**config.mk**
```make
export PLATFORM = sky130hd
export DESIGN_NAME = mmio_mac
export DESIGN_NICKNAME = d
export VERILOG_FILES = /design/src/rtl/mac_pkg.sv /design/src/rtl/mac_operand_reg.sv /design/src/rtl/mac_arith.sv /design/src/rtl/mac_result_reg.sv /design/src/rtl/mmio_mac.sv
export SDC_FILE = /design/constraint.sdc
export NUM_CORES = 1
export LEC_CHECK = 0
export CAP_MARGIN = 20
export CORE_ASPECT_RATIO = 0.9
export CORE_MARGIN = 3
export CORE_UTILIZATION = 65
export DETAILED_ROUTE_END_ITERATION = 6
export MAX_ROUTING_LAYER = met4
export PLACE_DENSITY = 0.94
export SLEW_MARGIN = 40
export SYNTH_ARGS = -nofsm -noshare
export SYNTH_HDL_FRONTEND = slang
export SYNTH_SLANG_ARGS = --single-unit
```
**constraint.sdc**
```tcl
create_clock -name clk -period 18.8 [get_ports clk]
set_clock_uncertainty 0.1 [all_clocks]
set_input_delay 1.88 -clock clk [delete_from_list [all_inputs] [get_ports clk]]
set_output_delay 1.88 -clock clk [all_outputs]
set_load 0.01 [all_outputs]
```
**src/rtl/mac_pkg.sv**
```systemverilog
package mac_pkg;
  localparam int ADDR_W = 3;

  typedef enum logic [1:0] {
    MODE_UMUL = 2'd0,
    MODE_SMUL = 2'd1,
    MODE_UACC = 2'd2,
    MODE_SACC = 2'd3
  } mac_mode_e;

  localparam logic [ADDR_W-1:0] OFS_OP2 = 3'd4;
  localparam logic [ADDR_W-1:0] OFS_RLO = 3'd5;
  localparam logic [ADDR_W-1:0] OFS_RHI = 3'd6;
  localparam logic [ADDR_W-1:0] OFS_EXT = 3'd7;

  function automatic logic mode_is_signed(input mac_mode_e m);
    return m[0];
  endfunction

  function automatic logic mode_is_accum(input mac_mode_e m);
    return m[1];
  endfunction
endpackage

```
**src/rtl/mac_operand_reg.sv**
```systemverilog
module mac_operand_reg
  import mac_pkg::*;
#(
  parameter int DW = 16,
  parameter int BW = 8
) (
  input  logic          clk,
  input  logic          rst_n,
  input  logic          op1_we,
  input  logic          op2_we,
  input  logic          wr_byte,
  input  mac_mode_e     op1_mode,
  input  logic [DW-1:0] wdata,
  output mac_mode_e     mode_q,
  output logic [DW-1:0] op1_q,
  output logic [DW-1:0] op2_q,
  output logic [DW-1:0] op2_next
);
  localparam int PADW = DW - BW;

  function automatic logic [DW-1:0] widen(input logic [DW-1:0] d,
                                          input logic is_byte,
                                          input logic sgn);
    logic [DW-1:0] r;
    if (!is_byte)  r = d;
    else if (sgn)  r = {{PADW{d[BW-1]}}, d[BW-1:0]};
    else           r = {{PADW{1'b0}}, d[BW-1:0]};
    return r;
  endfunction

  logic [DW-1:0] op1_next;

  assign op1_next = widen(wdata, wr_byte, mode_is_signed(op1_mode));
  assign op2_next = widen(wdata, wr_byte, mode_is_signed(mode_q));

  always_ff @(posedge clk or negedge rst_n) begin
    if (!rst_n) begin
      mode_q <= MODE_UMUL;
      op1_q  <= '0;
      op2_q  <= '0;
    end else begin
      if (op1_we) begin
        mode_q <= op1_mode;
        op1_q  <= op1_next;
      end
      if (op2_we) op2_q <= op2_next;
    end
  end
endmodule

```
**src/rtl/mac_arith.sv**
```systemverilog
module mac_arith
  import mac_pkg::*;
#(
  parameter int DW = 16
) (
  input  mac_mode_e     mode,
  input  logic [DW-1:0] opa,
  input  logic [DW-1:0] opb,
  input  logic [DW-1:0] acc_lo,
  input  logic [DW-1:0] acc_hi,
  output logic [DW-1:0] new_lo,
  output logic [DW-1:0] new_hi,
  output logic [DW-1:0] new_ext
);
  localparam int PW = 2 * DW;

  function automatic logic [PW-1:0] stretch(input logic [DW-1:0] v, input logic sgn);
    return sgn ? {{DW{v[DW-1]}}, v} : {{DW{1'b0}}, v};
  endfunction

  function automatic logic [PW:0] combine(input logic [PW-1:0] prod,
                                          input logic [PW-1:0] acc,
                                          input logic do_acc);
    return do_acc ? ({1'b0, acc} + {1'b0, prod}) : {1'b0, prod};
  endfunction

  logic [PW-1:0] prod;
  logic [PW:0]   sum;
  logic          sgn;

  assign sgn  = mode_is_signed(mode);
  assign prod = stretch(opa, sgn) * stretch(opb, sgn);
  assign sum  = combine(prod, {acc_hi, acc_lo}, mode_is_accum(mode));

  assign new_lo = sum[DW-1:0];
  assign new_hi = sum[PW-1:DW];

  always_comb begin
    if (sgn)                      new_ext = {DW{sum[PW-1]}};
    else if (mode_is_accum(mode)) new_ext = {{(DW-1){1'b0}}, sum[PW]};
    else                          new_ext = '0;
  end
endmodule

```
**src/rtl/mac_result_reg.sv**
```systemverilog
module mac_result_reg #(
  parameter int DW = 16,
  parameter int BW = 8
) (
  input  logic          clk,
  input  logic          rst_n,
  input  logic          load_op,
  input  logic          lo_we,
  input  logic          hi_we,
  input  logic          wr_byte,
  input  logic [DW-1:0] wdata,
  input  logic [DW-1:0] new_lo,
  input  logic [DW-1:0] new_hi,
  input  logic [DW-1:0] new_ext,
  output logic [DW-1:0] res_lo,
  output logic [DW-1:0] res_hi,
  output logic [DW-1:0] res_ext
);
  logic [DW-1:0] preload_val;

  assign preload_val = wr_byte ? {{(DW-BW){1'b0}}, wdata[BW-1:0]} : wdata;

  always_ff @(posedge clk or negedge rst_n) begin
    if (!rst_n) begin
      res_lo  <= '0;
      res_hi  <= '0;
      res_ext <= '0;
    end else if (load_op) begin
      res_lo  <= new_lo;
      res_hi  <= new_hi;
      res_ext <= new_ext;
    end else begin
      if (lo_we) res_lo <= preload_val;
      if (hi_we) res_hi <= preload_val;
    end
  end
endmodule

```
**src/rtl/mmio_mac.sv**
```systemverilog
module mmio_mac
  import mac_pkg::*;
#(
  parameter int DW = 16,
  parameter int BW = 8
) (
  input  logic              clk,
  input  logic              rst_n,
  input  logic              wr_en,
  input  logic              wr_byte,
  input  logic [ADDR_W-1:0] addr,
  input  logic [DW-1:0]     wdata,
  output logic [DW-1:0]     rdata
);
  logic          op1_fire, op2_fire, lo_fire, hi_fire, ext_wr_try, pre_fire;
  mac_mode_e     mode_q;
  logic [DW-1:0] op1_q, op2_q, op2_next;
  logic [DW-1:0] new_lo, new_hi, new_ext;
  logic [DW-1:0] res_lo, res_hi, res_ext;

  assign op1_fire   = wr_en && !addr[ADDR_W-1];
  assign op2_fire   = wr_en && (addr == OFS_OP2);
  assign lo_fire    = wr_en && (addr == OFS_RLO);
  assign hi_fire    = wr_en && (addr == OFS_RHI);
  assign ext_wr_try = wr_en && (addr == OFS_EXT);
  assign pre_fire   = lo_fire || hi_fire;

  mac_operand_reg #(.DW(DW), .BW(BW)) u_ops (
    .clk      (clk),
    .rst_n    (rst_n),
    .op1_we   (op1_fire),
    .op2_we   (op2_fire),
    .wr_byte  (wr_byte),
    .op1_mode (mac_mode_e'(addr[1:0])),
    .wdata    (wdata),
    .mode_q   (mode_q),
    .op1_q    (op1_q),
    .op2_q    (op2_q),
    .op2_next (op2_next)
  );

  mac_arith #(.DW(DW)) u_arith (
    .mode    (mode_q),
    .opa     (op1_q),
    .opb     (op2_next),
    .acc_lo  (res_lo),
    .acc_hi  (res_hi),
    .new_lo  (new_lo),
    .new_hi  (new_hi),
    .new_ext (new_ext)
  );

  mac_result_reg #(.DW(DW), .BW(BW)) u_res (
    .clk     (clk),
    .rst_n   (rst_n),
    .load_op (op2_fire),
    .lo_we   (lo_fire),
    .hi_we   (hi_fire),
    .wr_byte (wr_byte),
    .wdata   (wdata),
    .new_lo  (new_lo),
    .new_hi  (new_hi),
    .new_ext (new_ext),
    .res_lo  (res_lo),
    .res_hi  (res_hi),
    .res_ext (res_ext)
  );

  always_comb begin
    if (!addr[ADDR_W-1]) rdata = op1_q;
    else begin
      case (addr)
        OFS_OP2: rdata = op2_q;
        OFS_RLO: rdata = res_lo;
        OFS_RHI: rdata = res_hi;
        default: rdata = res_ext;
      endcase
    end
  end
endmodule

```
==> metrics.txt <==
outcome=completed; drt via density=slightly above 6; hold depth=2; via count=about 14000; WP data arrival=11.97 ns; die area=29800 sq um; slew margin rel.=38.5%; post-CTS setup buffer count=0; core area=between 20000 and 30000 sq um; Reg2Reg Launch Point=u_ops.mode_q[0]; setup_tns=0 ns; YS warnings=0; cts repair resizes=0; CTS tree=built; Required @ worst endpoint=approximately 19 ns; Die Span Y=between 150 and 200 microns; clk slew on worst S/H paths=~0.07 ns; top-area cell type share of the netlist area=between 30% and 40%; CP bufs+invs=7; first-pass GRT wire length=81500 microns; most frequent CP cell=fa_1; r2r worst-path depth=32; CTS Buf Count=9; number of synthesized flops with an enable pin=0; layout cells sized above 1=approximately 5%; post-synth top area cell=fa_1; area grow syn2layout=4.85%; syn_nets=2495; min Tclk post-route=about 12 ns; Max-cap violations=0; DP Wirelength=39500 microns; DRC Markers=0; Starting DRT DRC Count=1677; period utilization=63.2%; Hold Crit Class=flip-flop to flip-flop; area of the multi-input gates=about 15000 sq um; antenna diode count=0; NumNets Final=2460; Std-Cell Rows=57; max incr delay on CP=0.70 ns; ANT nets after route=0; Distinct cells, synth=60; WL/cell=about 22 microns; Syn Inst Count=about 2000; FMAX=between 80 and 90 MHz; I/O pin count=39; Pre-antenna DRT Iters=6; initial antenna violation count=0; All-Layer GR Usage=36.0%; Worst Setup End Kind=flip-flop; Seq/Total Area, Yosys=a little under a tenth; final hold viol count=0; class of the most critical setup path=input port to flip-flop; # fillers=about 1900; Worst-Skew Late Latency=0.34 ns; worst-path fanout max=23; worst slew pin tran=around 0.9 ns; reg2reg setup slack=roughly 8.7 ns; Setup Viol. Count Final=0; Reg area=roughly 1700 sq um; total grt overflow=0; CP max-delay cell=nand2_1; Root Driver=clkbuf_16; GPL Wtd Cong=1.03; Die Wd=around 180 microns; delay-heaviest family, CP=adder cells; async set or reset register ratio after synthesis=100%; largest net degree at the start of global routing=between 60 and 70; CTS H-tree lvls=3; RSZ-0062 raised after global routing=false; number of synthesized register bits=between 60 and 70; syn_area_per_cell=between 9 and 10 sq um; worst hold path endpoint=u_ops.op2_q[0]; Longest Clk Path Bufs=2; Routed WL=slightly below 50000 microns; Synth Cell Area=around 18000 sq um; clock sinks=68; Initial Utilization=around 66%; fin. max-slew vios=0; crit start category=input port; vias in the first global route=15400; top_reg_cell synth=dfrtp_1; Synth area leaders=fa_1, ha_1, dfrtp_1, inv_1, nand2_1; min-delay src=u_ops.op2_q[0]; number of hold-repair buffers added at the cts stage=0; IO buf count=38; critical register-to-register path endpoint=u_res.res_hi[15]
[cells in the final DEF (no fill, tap or decap), types with 12 or more instances in the layout]
master | Yosys | layout
o21a_1 | 12 | 12
buf_4 | 0 | 13
mux2_2 | 28 | 28
nand2b_1 | 14 | 14
a211oi_1 | 19 | 19
dfrtp_1 | 68 | 62
inv_1 | 382 | 382
ha_1 | 150 | 150
nand3_1 | 15 | 14
o21ai_1 | 15 | 15
nor3_1 | 13 | 13
xnor2_1 | 65 | 65
a21o_1 | 30 | 30
o21ai_0 | 45 | 45
and2_1 | 133 | 133
a31oi_1 | 26 | 26
a21oi_1 | 69 | 69
fa_1 | 347 | 347
nand2_1 | 247 | 247
mux4_2 | 16 | 16
xor2_1 | 19 | 19
clkdlybuf4s50_1 | 0 | 32
nor2_1 | 63 | 61
[cell families (layout without fill, tap and decap cells)]
group / count (synthesis) / after routing / share of synthesized area, %
xor+xnor: 84 / 84 / 4.08
buf+inv: 479 / 449 / 10.0
mux: 55 / 55 / 4.35
flops: 68 / 68 / 9.43
compound gates: 275 / 275 / 9.78
simple gates: 517 / 517 / 13.5
fa+ha+maj: 497 / 497 / 48.9
[layer usage]
layer	global-route usage [%]	up-vias	share of wire, %
met5	-	-	0
met4	14.0	0	4.5
met3	8.46	214	12
met2	54.4	942	45
met1	47.8	7010	38
li1	-	6112	-
[through the flow]
stage	hold WS (ns)	area [sq um]	utilization [%]	cells	worst slack, ns
after floorplan	0.342	18000	-	1975	8.40
after global placement	0.354	18600	68.4	2283	7.02
after detailed placement	0.364	18600	68.4	2283	6.75
after CTS	0.381	18900	69.6	2299	7.05
after global routing	0.403	18900	69.6	2299	6.44
final	0.383	18900	69.6	2299	6.92
[cells in the mapped netlist, types with 9 or more instances]
cell type  count
nor3_1        13
o21a_1        12
mux4_2        16
a211oi_1      19
o21ai_1       15
xnor2_1       65
xor2_1        19
fa_1         347
a21o_1        30
inv_1        382
nand2_1      247
nand3_1       15
and2_1       133
mux2i_1       11
a31oi_1       26
nand2b_1      14
ha_1         150
nor2_1        63
mux2_2        28
o21bai_1      10
o21ai_0       45
a21oi_1       69
dfrtp_1       68
and3_1         9
clkbuf_1      85
[flip-flops by register name, summed over array words and instances, names as in the netlist]
register       count
u_res.res_hi      16
u_res.res_ext      2
u_ops.op2_q       16
u_ops.mode_q       2
u_ops.op1_q       16
u_res.res_lo      16
[worst min-delay path, stage by stage, from the launching register on]
cell and delay (ns):
dfrtp_1 0.35, nand2_1 0.05, nand2_1 0.06
[worst max-delay path by stage]
stage / start / end / cells past startpoint
CTS: wdata[7] / u_res.res_hi[15] / 34
detailed placement: wdata[7] / u_res.res_hi[15] / 34
finish: wdata[7] / u_res.res_hi[15] / 34
global route: wdata[7] / u_res.res_hi[15] / 35
floorplan: wr_byte / u_res.res_hi[15] / 36
global placement: wdata[7] / u_res.res_hi[15] / 34
[layout make-up]
| type | instances | share of cell area (%) |
|---|---|---|
| Timing Repair Buffer | 51 | 2.40 |
| Clock inverter | 7 | 0.522 |
| Tap cell | 354 | 2.34 |
| Inverter | 382 | 7.58 |
| Multi-Input combinational cell | 1428 | 76.9 |
| Sequential cell | 68 | 9.03 |
| Clock buffer | 9 | 1.19 |
Power is not shown: default switching activity piles up to over one toggle a cycle in this logic, so the estimate is an artifact.
